**src/rtl/srx_pkg.sv**
```systemverilog
package srx_pkg;

  typedef struct packed {
    logic [7:0] data;
    logic       perr;
    logic       ferr;
    logic       brk;
  } srx_char_t;

  typedef enum logic [2:0] {
    RX_IDLE,
    RX_START,
    RX_DATA,
    RX_PAR,
    RX_STOP,
    RX_WAIT_HI
  } rx_state_e;

endpackage

```
**src/rtl/srx_baud.sv**
```systemverilog
module srx_baud #(
  parameter int DIV_W = 16
) (
  input  logic             clk,
  input  logic             rst_n,
  input  logic [DIV_W-1:0] divisor,
  output logic             tick
);
  logic [DIV_W-1:0] cnt;
  logic [DIV_W-1:0] last;

  assign last = (divisor == '0) ? '0 : divisor - 1'b1;

  always_ff @(posedge clk or negedge rst_n) begin
    if (!rst_n) begin
      cnt  <= '0;
      tick <= 1'b0;
    end else if (cnt >= last) begin
      cnt  <= '0;
      tick <= 1'b1;
    end else begin
      cnt  <= cnt + 1'b1;
      tick <= 1'b0;
    end
  end
endmodule

```
**src/rtl/srx_deser.sv**
```systemverilog
module srx_deser
  import srx_pkg::*;
#(
  parameter int OSR = 16
) (
  input  logic       clk,
  input  logic       rst_n,
  input  logic       tick,
  input  logic       rx_in,
  input  logic [1:0] char_len,
  input  logic       parity_en,
  input  logic       parity_odd,
  output logic       push,
  output srx_char_t  pchar
);
  localparam int CW = $clog2(OSR);
  localparam logic [CW-1:0] MID_LAST = CW'(OSR / 2 - 1);
  localparam logic [CW-1:0] BIT_LAST = CW'(OSR - 1);

  logic            rx_m, rx_s;
  rx_state_e       st;
  logic [CW-1:0]   cnt;
  logic [2:0]      bidx;
  logic [7:0]      shreg;
  logic            pbit;
  logic [2:0]      last_idx;
  logic [7:0]      aligned;
  logic            sample;
  logic            brk_hit;
  srx_char_t       nxt;

  // two-stage synchronizer, idle level high
  always_ff @(posedge clk or negedge rst_n) begin
    if (!rst_n) begin
      rx_m <= 1'b1;
      rx_s <= 1'b1;
    end else begin
      rx_m <= rx_in;
      rx_s <= rx_m;
    end
  end

  assign last_idx = 3'd4 + {1'b0, char_len};
  assign aligned  = shreg >> (2'd3 - char_len);
  assign sample   = tick && (cnt == BIT_LAST);

  always_comb begin
    brk_hit  = !rx_s && (aligned == 8'h00) && !(parity_en && pbit);
    nxt.data = aligned;
    nxt.perr = parity_en && ((^aligned ^ pbit) != parity_odd);
    nxt.ferr = !rx_s;
    nxt.brk  = brk_hit;
    if (brk_hit) nxt.perr = 1'b0;
  end

  always_ff @(posedge clk or negedge rst_n) begin
    if (!rst_n) begin
      st    <= RX_IDLE;
      cnt   <= '0;
      bidx  <= '0;
      shreg <= '0;
      pbit  <= 1'b0;
      push  <= 1'b0;
      pchar <= '0;
    end else begin
      push <= 1'b0;
      case (st)
        RX_IDLE: begin
          cnt <= '0;
          if (tick && !rx_s) st <= RX_START;
        end
        RX_START: begin
          if (tick) begin
            if (cnt == MID_LAST) begin
              cnt  <= '0;
              bidx <= '0;
              pbit <= 1'b0;
              st   <= rx_s ? RX_IDLE : RX_DATA;
            end else begin
              cnt <= cnt + 1'b1;
            end
          end
        end
        RX_DATA: begin
          if (sample) begin
            cnt   <= '0;
            shreg <= {rx_s, shreg[7:1]};
            if (bidx == last_idx) st <= parity_en ? RX_PAR : RX_STOP;
            else bidx <= bidx + 1'b1;
          end else if (tick) begin
            cnt <= cnt + 1'b1;
          end
        end
        RX_PAR: begin
          if (sample) begin
            cnt  <= '0;
            pbit <= rx_s;
            st   <= RX_STOP;
          end else if (tick) begin
            cnt <= cnt + 1'b1;
          end
        end
        RX_STOP: begin
          if (sample) begin
            cnt   <= '0;
            push  <= 1'b1;
            pchar <= nxt;
            st    <= rx_s ? RX_IDLE : RX_WAIT_HI;
          end else if (tick) begin
            cnt <= cnt + 1'b1;
          end
        end
        RX_WAIT_HI: begin
          cnt <= '0;
          if (tick && rx_s) st <= RX_IDLE;
        end
        default: st <= RX_IDLE;
      endcase
    end
  end
endmodule

```
**src/rtl/srx_fifo.sv**
```systemverilog
module srx_fifo
  import srx_pkg::*;
#(
  parameter int DEPTH = 64,
  parameter int CNT_W = 7
) (
  input  logic             clk,
  input  logic             rst_n,
  input  logic             fifo_en,
  input  logic             wr,
  input  srx_char_t        wdata,
  output logic             rd_valid,
  input  logic             rd_ready,
  output srx_char_t        rdata,
  output logic [CNT_W-1:0] level,
  output logic             overrun
);
  localparam int AW = (DEPTH > 1) ? $clog2(DEPTH) : 1;
  localparam logic [AW-1:0] PTR_LAST = AW'(DEPTH - 1);

  srx_char_t        mem [DEPTH];
  logic [AW-1:0]    wptr, rptr;
  logic [CNT_W-1:0] cnt;
  logic [CNT_W-1:0] cap;
  logic             full, acc, pop;

  assign cap      = fifo_en ? CNT_W'(DEPTH) : CNT_W'(1);
  assign full     = (cnt >= cap);
  assign acc      = wr && !full;
  assign rd_valid = (cnt != '0);
  assign pop      = rd_valid && rd_ready;
  assign rdata    = mem[rptr];
  assign level    = cnt;

  function automatic logic [AW-1:0] nxt_ptr(input logic [AW-1:0] p);
    return (p == PTR_LAST) ? '0 : p + 1'b1;
  endfunction

  always_ff @(posedge clk) begin
    if (acc) mem[wptr] <= wdata;
  end

  always_ff @(posedge clk or negedge rst_n) begin
    if (!rst_n) begin
      wptr    <= '0;
      rptr    <= '0;
      cnt     <= '0;
      overrun <= 1'b0;
    end else begin
      overrun <= wr && full;
      if (acc) wptr <= nxt_ptr(wptr);
      if (pop) rptr <= nxt_ptr(rptr);
      case ({acc, pop})
        2'b10:   cnt <= cnt + 1'b1;
        2'b01:   cnt <= cnt - 1'b1;
        default: cnt <= cnt;
      endcase
    end
  end
endmodule

```
**src/rtl/srx_flow.sv**
```systemverilog
module srx_flow #(
  parameter int CNT_W = 7,
  parameter int HI    = 56,
  parameter int LO    = 48
) (
  input  logic             clk,
  input  logic             rst_n,
  input  logic             auto_en,
  input  logic [CNT_W-1:0] level,
  output logic             rts
);
  always_ff @(posedge clk or negedge rst_n) begin
    if (!rst_n)                       rts <= 1'b1;
    else if (!auto_en)                rts <= 1'b1;
    else if (level >= CNT_W'(HI))     rts <= 1'b0;
    else if (level <  CNT_W'(LO))     rts <= 1'b1;
  end
endmodule

```
**src/rtl/serial_rx_engine.sv**
```systemverilog
module serial_rx_engine
  import srx_pkg::*;
#(
  parameter int DIV_W = 16,
  parameter int OSR   = 16,
  parameter int DEPTH = 64,
  parameter int HI    = 56,
  parameter int LO    = 48
) (
  input  logic             clk,
  input  logic             rst_n,
  input  logic [DIV_W-1:0] divisor,
  input  logic [1:0]       char_len,
  input  logic             parity_en,
  input  logic             parity_odd,
  input  logic             fifo_en,
  input  logic             auto_flow_en,
  input  logic             rx_in,
  output logic             out_valid,
  input  logic             out_ready,
  output logic [7:0]       out_data,
  output logic             out_parity_err,
  output logic             out_frame_err,
  output logic             out_break,
  output logic             overrun,
  output logic             rts
);
  localparam int CNT_W = $clog2(DEPTH + 1);

  logic             tick;
  logic             push;
  srx_char_t        pchar;
  srx_char_t        head;
  logic [CNT_W-1:0] fifo_count;

  srx_baud #(.DIV_W(DIV_W)) u_baud (
    .clk(clk), .rst_n(rst_n), .divisor(divisor), .tick(tick)
  );

  srx_deser #(.OSR(OSR)) u_deser (
    .clk(clk), .rst_n(rst_n), .tick(tick), .rx_in(rx_in),
    .char_len(char_len), .parity_en(parity_en), .parity_odd(parity_odd),
    .push(push), .pchar(pchar)
  );

  srx_fifo #(.DEPTH(DEPTH), .CNT_W(CNT_W)) u_fifo (
    .clk(clk), .rst_n(rst_n), .fifo_en(fifo_en), .wr(push), .wdata(pchar),
    .rd_valid(out_valid), .rd_ready(out_ready), .rdata(head),
    .level(fifo_count), .overrun(overrun)
  );

  srx_flow #(.CNT_W(CNT_W), .HI(HI), .LO(LO)) u_flow (
    .clk(clk), .rst_n(rst_n), .auto_en(auto_flow_en), .level(fifo_count), .rts(rts)
  );

  assign out_data       = head.data;
  assign out_parity_err = head.perr;
  assign out_frame_err  = head.ferr;
  assign out_break      = head.brk;
endmodule

```
**config.mk**
```make
export PLATFORM = sky130hd
export DESIGN_NAME = serial_rx_engine
export DESIGN_NICKNAME = d
export VERILOG_FILES = /design/src/rtl/srx_pkg.sv /design/src/rtl/srx_baud.sv /design/src/rtl/srx_deser.sv /design/src/rtl/srx_fifo.sv /design/src/rtl/srx_flow.sv /design/src/rtl/serial_rx_engine.sv
export SDC_FILE = /design/constraint.sdc
export NUM_CORES = 1
export LEC_CHECK = 0
export BUFFER_PORTS_ARGS = -buffer_cell sky130_fd_sc_hd__buf_2
export CAP_MARGIN = 5
export CORE_ASPECT_RATIO = 1.75
export CORE_MARGIN = 2
export CORE_UTILIZATION = 55
export CTS_BUF_LIST = sky130_fd_sc_hd__clkbuf_8
export DETAILED_ROUTE_END_ITERATION = 12
export PLACE_DENSITY = 0.68
export SYNTH_ARGS = -nofsm -noshare
export SYNTH_HDL_FRONTEND = slang
export SYNTH_HIERARCHICAL = 1
export SYNTH_SLANG_ARGS = --single-unit
```
**constraint.sdc**
```tcl
create_clock -name clk -period 4.2 [get_ports clk]
set_clock_uncertainty 0.15 [all_clocks]
set_input_delay 0.21 -clock clk [delete_from_list [all_inputs] [get_ports clk]]
set_output_delay 0.21 -clock clk [all_outputs]
set_load 0.03 [all_outputs]
```
# After elaboration in Yosys (flattened, before gate mapping)
# Memories as Yosys holds them, arrays and structs flattened.
# Index checks and enable logic that the tools add are counted.
[op_classes]
addsub = 10
magnitude_cmp = 4
n_eq_ne = 24
shift = 1
n_mux = 41
bitwise = 1
n_reduce_logical = 30
[op_table]
columns = ["op", "count"]
rows = [
  ["3-bit 2-to-1 mux", 14],
  ["16-bit 2-to-1 mux", 2],
  ["3-bit case mux with 6 select lines", 1],
  ["16-bit by 1-bit adder with 16-bit output, second input constant", 1],
  ["16-bit greater-or-equal comparator", 1],
  ["16-bit logical NOT", 1],
  ["4-bit 2-to-1 mux", 4],
  ["16-bit by 1-bit subtractor with 16-bit output, second input constant", 1],
  ["2-bit by 1-bit != test with 1-bit output, second input constant", 7],
  ["7-bit case mux with 2 select lines", 1],
  ["6-bit by 1-bit adder with 6-bit output, second input constant", 2],
  ["6-bit == test, second input constant", 2],
  ["1-bit 2-to-1 mux", 12],
  ["6-bit 2-to-1 mux", 2],
  ["4-bit case mux with 3 select lines", 1],
  ["1-bit logical AND", 10],
  ["8-bit logical NOT", 1],
  ["8-bit AND reduction", 1],
  ["8-bit XOR reduction", 1],
  ["8-bit by 2-bit >> shifter with 8-bit output", 1],
  ["7-bit by 1-bit adder with 7-bit output, second input constant", 1],
  ["7-bit by 6-bit greater-or-equal comparator with 1-bit output, second input constant", 1],
  ["7-bit greater-or-equal comparator", 1],
  ["7-bit by 6-bit < comparator with 1-bit output, second input constant", 1],
  ["other kinds (32)", 41],
]
[word_totals]
reg_bits = 71
ramBits = 704
in_bits = 26
output_inout_bits = 14
wordCells = 131
mem_count = 1
[mem_list]
columns = ["memory", "words", "width", "read_ports", "rd_clocked_by_memory_dff", "write_ports", "line", "text"]
rows = [
  ["u_fifo.mem", 64, 11, 1, 0, 1, "srx_fifo.sv:21", "srx_char_t mem [DEPTH];"],
]

# Depth between registers and ports, before layout
[depth]
word_depth = 7
depth_mapped = 13
ltp_nobuf = 12

# Hierarchy
# The synthesis kept the hierarchy.
[modules_own_cells]
columns = ["mod", "n_inst", "cells_per_inst", "area_each_um2", "seq_area_each_um2"]
rows = [
  ["srx_fifo", 1, 1358, 28204.6, 21640.8],
  ["srx_deser", 1, 195, 1891.8, 828.3],
  ["srx_baud", 1, 180, 1591.5, 425.4],
  ["srx_flow", 1, 5, 47.5, 26.3],
]

# Worst setup path before layout
# Ideal clock, no wire load.
[synth_path]
kind = "flip-flop to flip-flop"
from = "reg u_fifo.cnt[5], in the netlist u_fifo/level[5]"
to = "reg u_fifo.cnt[5], in the netlist u_fifo/level[5]"
setup_time_ns = 0.136
arrival_ns = 3.402
t_required_ns = 3.914
path_slack_ns = 0.512
path_stages_with_launch = 12
path_buffers = 0
synth_period_minus_slack_ns = 3.688
path_cell_list = "dfrtp_1 -> or4_4 -> or4_1 -> nand2_1 -> inv_1 -> ha_1 -> ha_1 -> a21o_1 -> a21o_1 -> a21oi_1 -> nor4_1 -> or3b_2"
[synth_between]
word_cells_on_any_way = 11
cone_classes = "add/sub (2); order compare (1); eq/ne (2); mux (1); reduce/logical (5)"
[synth_rtl]
columns = ["element", "line", "text"]
rows = [
  ["start: declaration", "srx_fifo.sv:23", "logic [CNT_W-1:0] cnt;"],
  ["start signal: assignment", "srx_fifo.sv:54", "2'b10: cnt <= cnt + 1'b1;"],
  ["start signal: assignment", "srx_fifo.sv:55", "2'b01: cnt <= cnt - 1'b1;"],
  ["start signal: assignment", "srx_fifo.sv:56", "default: cnt <= cnt;"],
  ["7-bit nonzero test *", "srx_fifo.sv:30", "assign rd_valid = (cnt != '0);"],
  ["net out_valid", "serial_rx_engine.sv:19", "output logic out_valid,"],
  ["1-bit logical AND *", "srx_fifo.sv:31", "assign pop = rd_valid && rd_ready;"],
  ["net u_fifo.pop", "srx_fifo.sv:25", "logic full, acc, pop;"],
  ["2-bit by 1-bit == test with 1-bit output or 2-bit == test (tied branches)", "srx_fifo.sv:53", "case ({acc, pop})"],
  ["7-bit case mux with 2 select lines or 2-bit nonzero test (tied branches)", "-", ""],
]
# Mark *: on every way through the listed nets, which the timed path passes. The rest lies on a longest branch.
# A chain may end at the register's enable or synchronous reset.

# Worst setup path after layout
[layout_path]
from = "reg u_fifo.rptr[2]"
to = "out out_data[7]"
[layout_between]
elab_chain_len = 1
[layout_rtl]
columns = ["element", "line", "text"]
rows = [
  ["start: declaration", "srx_fifo.sv:22", "logic [AW-1:0] wptr, rptr;"],
  ["start signal: assignment", "srx_fifo.sv:52", "if (pop) rptr <= nxt_ptr(rptr);"],
  ["memory read 64 x 11 bit", "-", ""],
  ["end: declaration", "serial_rx_engine.sv:21", "output logic [7:0] out_data,"],
]
# Every way passes these cells.

==> flow_summary_export.csv <==
group,metric,value,unit
clock_network,clock_sinks,775,
global_routing,grt-ovfl-total,0,
route,vias,16800,
synth,yosysWarnings,6,
floorplanning,fp-row-count,116,
synth,ys.flop_type,"edfxtp_1",
sta,max_freq,247,MHz
route,drc,0,
worst_setup_path,startpoint,"u_fifo/rptr[2]$_DFFE_PN0P_",
synth,syn_nets,1800,
route,wl_per_cell,26.2,um
sta,worst_hold_slack,86.3,ps
worst_setup_path,worstSetupStartpointType,"flip-flop",
synth,ys_ff_latch,775,
sta,rsz0062_at_grt,"false",
outcome,status,"completed",
worst_setup_path,reg2reg_to,"u_fifo/level[5]$_DFFE_PN0P_",
sta,fin_setup_tns,0,ps
floorplanning,dieArea,59700,sq um
placement,gp_congestion,0.825,
synth,synth_cell_types,82,
clock_network,clkTransAtPathRegs,70,ps
worst_setup_path,reg2reg_depth,11,
synth,yosysTopAreaCell,"edfxtp_1",
finish,fin_util,0.622,
power_and_ir_drop,p_per_area,413,nW/um^2
finish,syn2layout_area_growth,12.2,%
sta,fin_ws,146,ps
route,wirelength,72000,um
global_routing,antenna_found_initial,1,
route,final_antenna_net_count,0,
worst_setup_path,cp.arrival,3690,ps
synth,synthTopCellsByArea,"edfxtp_1 (67%), mux4_2 (11%), dfrtp_1 (5.4%)",
sta,fin_crit,4050,ps
floorplanning,pin_count,40,
power_and_ir_drop,total_power,14.7,mW
placement,place_ws,526,ps
clock_network,cts_resized,0,
synth,async_reset_ff_frac,0.0916,
synth,syn_inst,1738,
global_routing,grt_pass1_vias,17700,
synth,syn_area,31700,sq um
clock_network,clk_latency,690,ps
clock_network,cts_root_buf,"clkbuf_8",
synth,synth_edf_count,704,
worst_hold_path,hp-class,"input pin to flip-flop",
global_routing,grt_max_degree,66,
finish,fillers,4142,
synth,synth_area_per_cell,18.3,sq um
floorplanning,dieWidth,186,um
global_routing,grt_pass1_wl,109000,um
placement,port_buffers,39,
worst_setup_path,crit_type,"flip-flop to output pin",
sta,finalSetupViolations,0,
worst_setup_path,required,3840,ps
sta,fin_crit_sh,0.965,
worst_setup_path,path_max_fanout,16,
sta,hold_violations,0,
sta,slew_viol_final,0,
floorplanning,initial_core_util,0.555,
synth,yosysTopAreaCellShare,0.666,
route,drt_iter0_markers,1542,
worst_setup_path,r2r_slack,490,ps
flow_run,drv_cap,0,
sta,max_slew_margin,0.234,
sta,worstMarginPinSlew,1150,ps
worst_setup_path,regToRegStartpoint,"u_fifo/level[5]$_DFFE_PN0P_",
finish,drive_gt1_frac,0.267,
clock_network,cts_max_level,3,
power_and_ir_drop,vdd_drop_max,0.323,mV
route,vias_per_cell,6.12,
worst_setup_path,crit_path_end_kind,"output pin",
finish,nNetsFinal,1961,
clock_network,cts_max_path_buffers,3,
floorplanning,die_y,322,um
clock_network,tritoncts,"done",
global_routing,track_usage,0.252,
route,firstDrtPassIters,5,
placement,dp_hpwl,45700,um
power_and_ir_drop,cellLeakagePower,8.99,nW
floorplanning,core_area,57200,sq um
synth,seq_area_frac_synth,0.722,
clock_network,cts_buffers,102,
worst_setup_path,critPathCapture,"out_data[7]",
==> stage by stage <==
stage,instances,cell area (sq um)
final,2748,35600
after global routing,2748,35600
after detailed placement,2547,33300
after global placement,2547,33300
after CTS,2747,35600
after floorplan,1738,31700
==> cell type report <==
cell class | count | area [sq um] | area share
tap | 767 | 960 | 0.0270
inverter | 23 | 86.3 | 0.00243
sequential | 775 | 22900 | 0.645
multi-input combinational | 838 | 8290 | 0.233
clock buffer | 117 | 1610 | 0.0452
clock inverter | 68 | 475 | 0.0134
timing repair buffer | 159 | 1230 | 0.0346
antenna | 1 | 2.50 | 0.0000703
==> critical path: stages (launching register included) <==
cell and delay (ps):
dfrtp_1 760, and2_1 570, buf_4 300, a22oi_1 160, a311oi_1 680, or3_1 310
buf_2 240
==> layout by cell type, fill, tap and decap left out, types with 17 or more instances in the layout <==
| cell type | n |
|---|---|
| inv_1 | 50 |
| xnor2_1 | 32 |
| a22oi_1 | 46 |
| ha_1 | 35 |
| mux4_2 | 155 |
| mux2i_1 | 30 |
| mux2_2 | 39 |
| dfrtp_1 | 55 |
| a21oi_1 | 32 |
| nor2_1 | 91 |
| nand2_1 | 82 |
| nor4_1 | 25 |
| clkinv_1 | 17 |
| buf_4 | 100 |
| clkbuf_8 | 117 |
| edfxtp_1 | 704 |
| o21ai_0 | 40 |
| buf_2 | 38 |
| nand3_1 | 23 |
==> per-layer routing <==
| metal | GRT usage | up-vias | share of wire |
|---|---|---|---|
| met1 | 0.300 | 8775 | 0.36 |
| met2 | 0.460 | 558 | 0.55 |
| met4 | 0.0973 | 0 | 0.036 |
| met5 | 0 | - | 0 |
| li1 | - | 7361 | - |
| met3 | 0.0355 | 129 | 0.052 |
==> sequential cells by signal, indices dropped and copies added, names as in the netlist, 3 cells and up <==
name,cells
u_baud/cnt,16
u_deser/bidx,3
u_deser/cnt,4
u_fifo/mem,704
u_fifo/wptr,6
u_deser/st,3
u_fifo/rptr,6
u_deser/pchar,11
u_deser/shreg,8
u_fifo/level,7
==> worst min-delay path by stage <==
stage	cells after the start	endpoint	from	slack [ps]
after floorplan	0	u_baud/cnt[0]$_DFF_PN0_	rst_n	-240
after global placement	1	u_baud/cnt[15]$_DFF_PN0_	rst_n	-30
after detailed placement	1	u_baud/cnt[15]$_DFF_PN0_	rst_n	-20
after CTS	3	u_flow/rts$_DFFE_PN1P_	auto_flow_en	40
after global routing	3	u_flow/rts$_DFFE_PN1P_	auto_flow_en	90
final	3	u_flow/rts$_DFFE_PN1P_	auto_flow_en	90
==> cell usage after synthesis, drive strengths merged (10+ instances only) <==
cell type / instances
ha: 35
a22o: 15
nand3: 24
inv: 23
xor2: 10
nor3: 15
mux4: 155
buf: 43
edfxtp: 704
mux2i: 30
nand2: 84
dfrtp: 68
o21ai: 41
a221oi: 15
a22oi: 46
nand4: 13
clkbuf: 59
a211oi: 10
xnor2: 32
a21oi: 34
nor4: 27
nor2: 93
or3: 14
mux2: 40
==> report_power, final <==
group,switching (mW),internal (mW),total [mW]
combinational,0.273,0.260,0.532
sequential,0.169,8.36,8.53
clock,2.68,2.98,5.65
==> cell families after synthesis <==
family                     count (synthesis)  synth area share
AOI/OAI and AO/OA                        213            0.0481
xor gates and xnor gates                  42            0.0116
buffers and inverters                    125            0.0171
and+or+nand+nor                          322            0.0527
muxes                                    225             0.134
adders and majority gates                 36            0.0144
DFF                                      775             0.722
==> timing repair <==
item                                    4_1_cts  5_1_grt
hold buffers                                 13        0
buffers inserted                              2        0
endpoints found under the setup margin        7        0
hold endpoints to repair                     92        0
No activity file was read; power rests on OpenSTA's default activity.
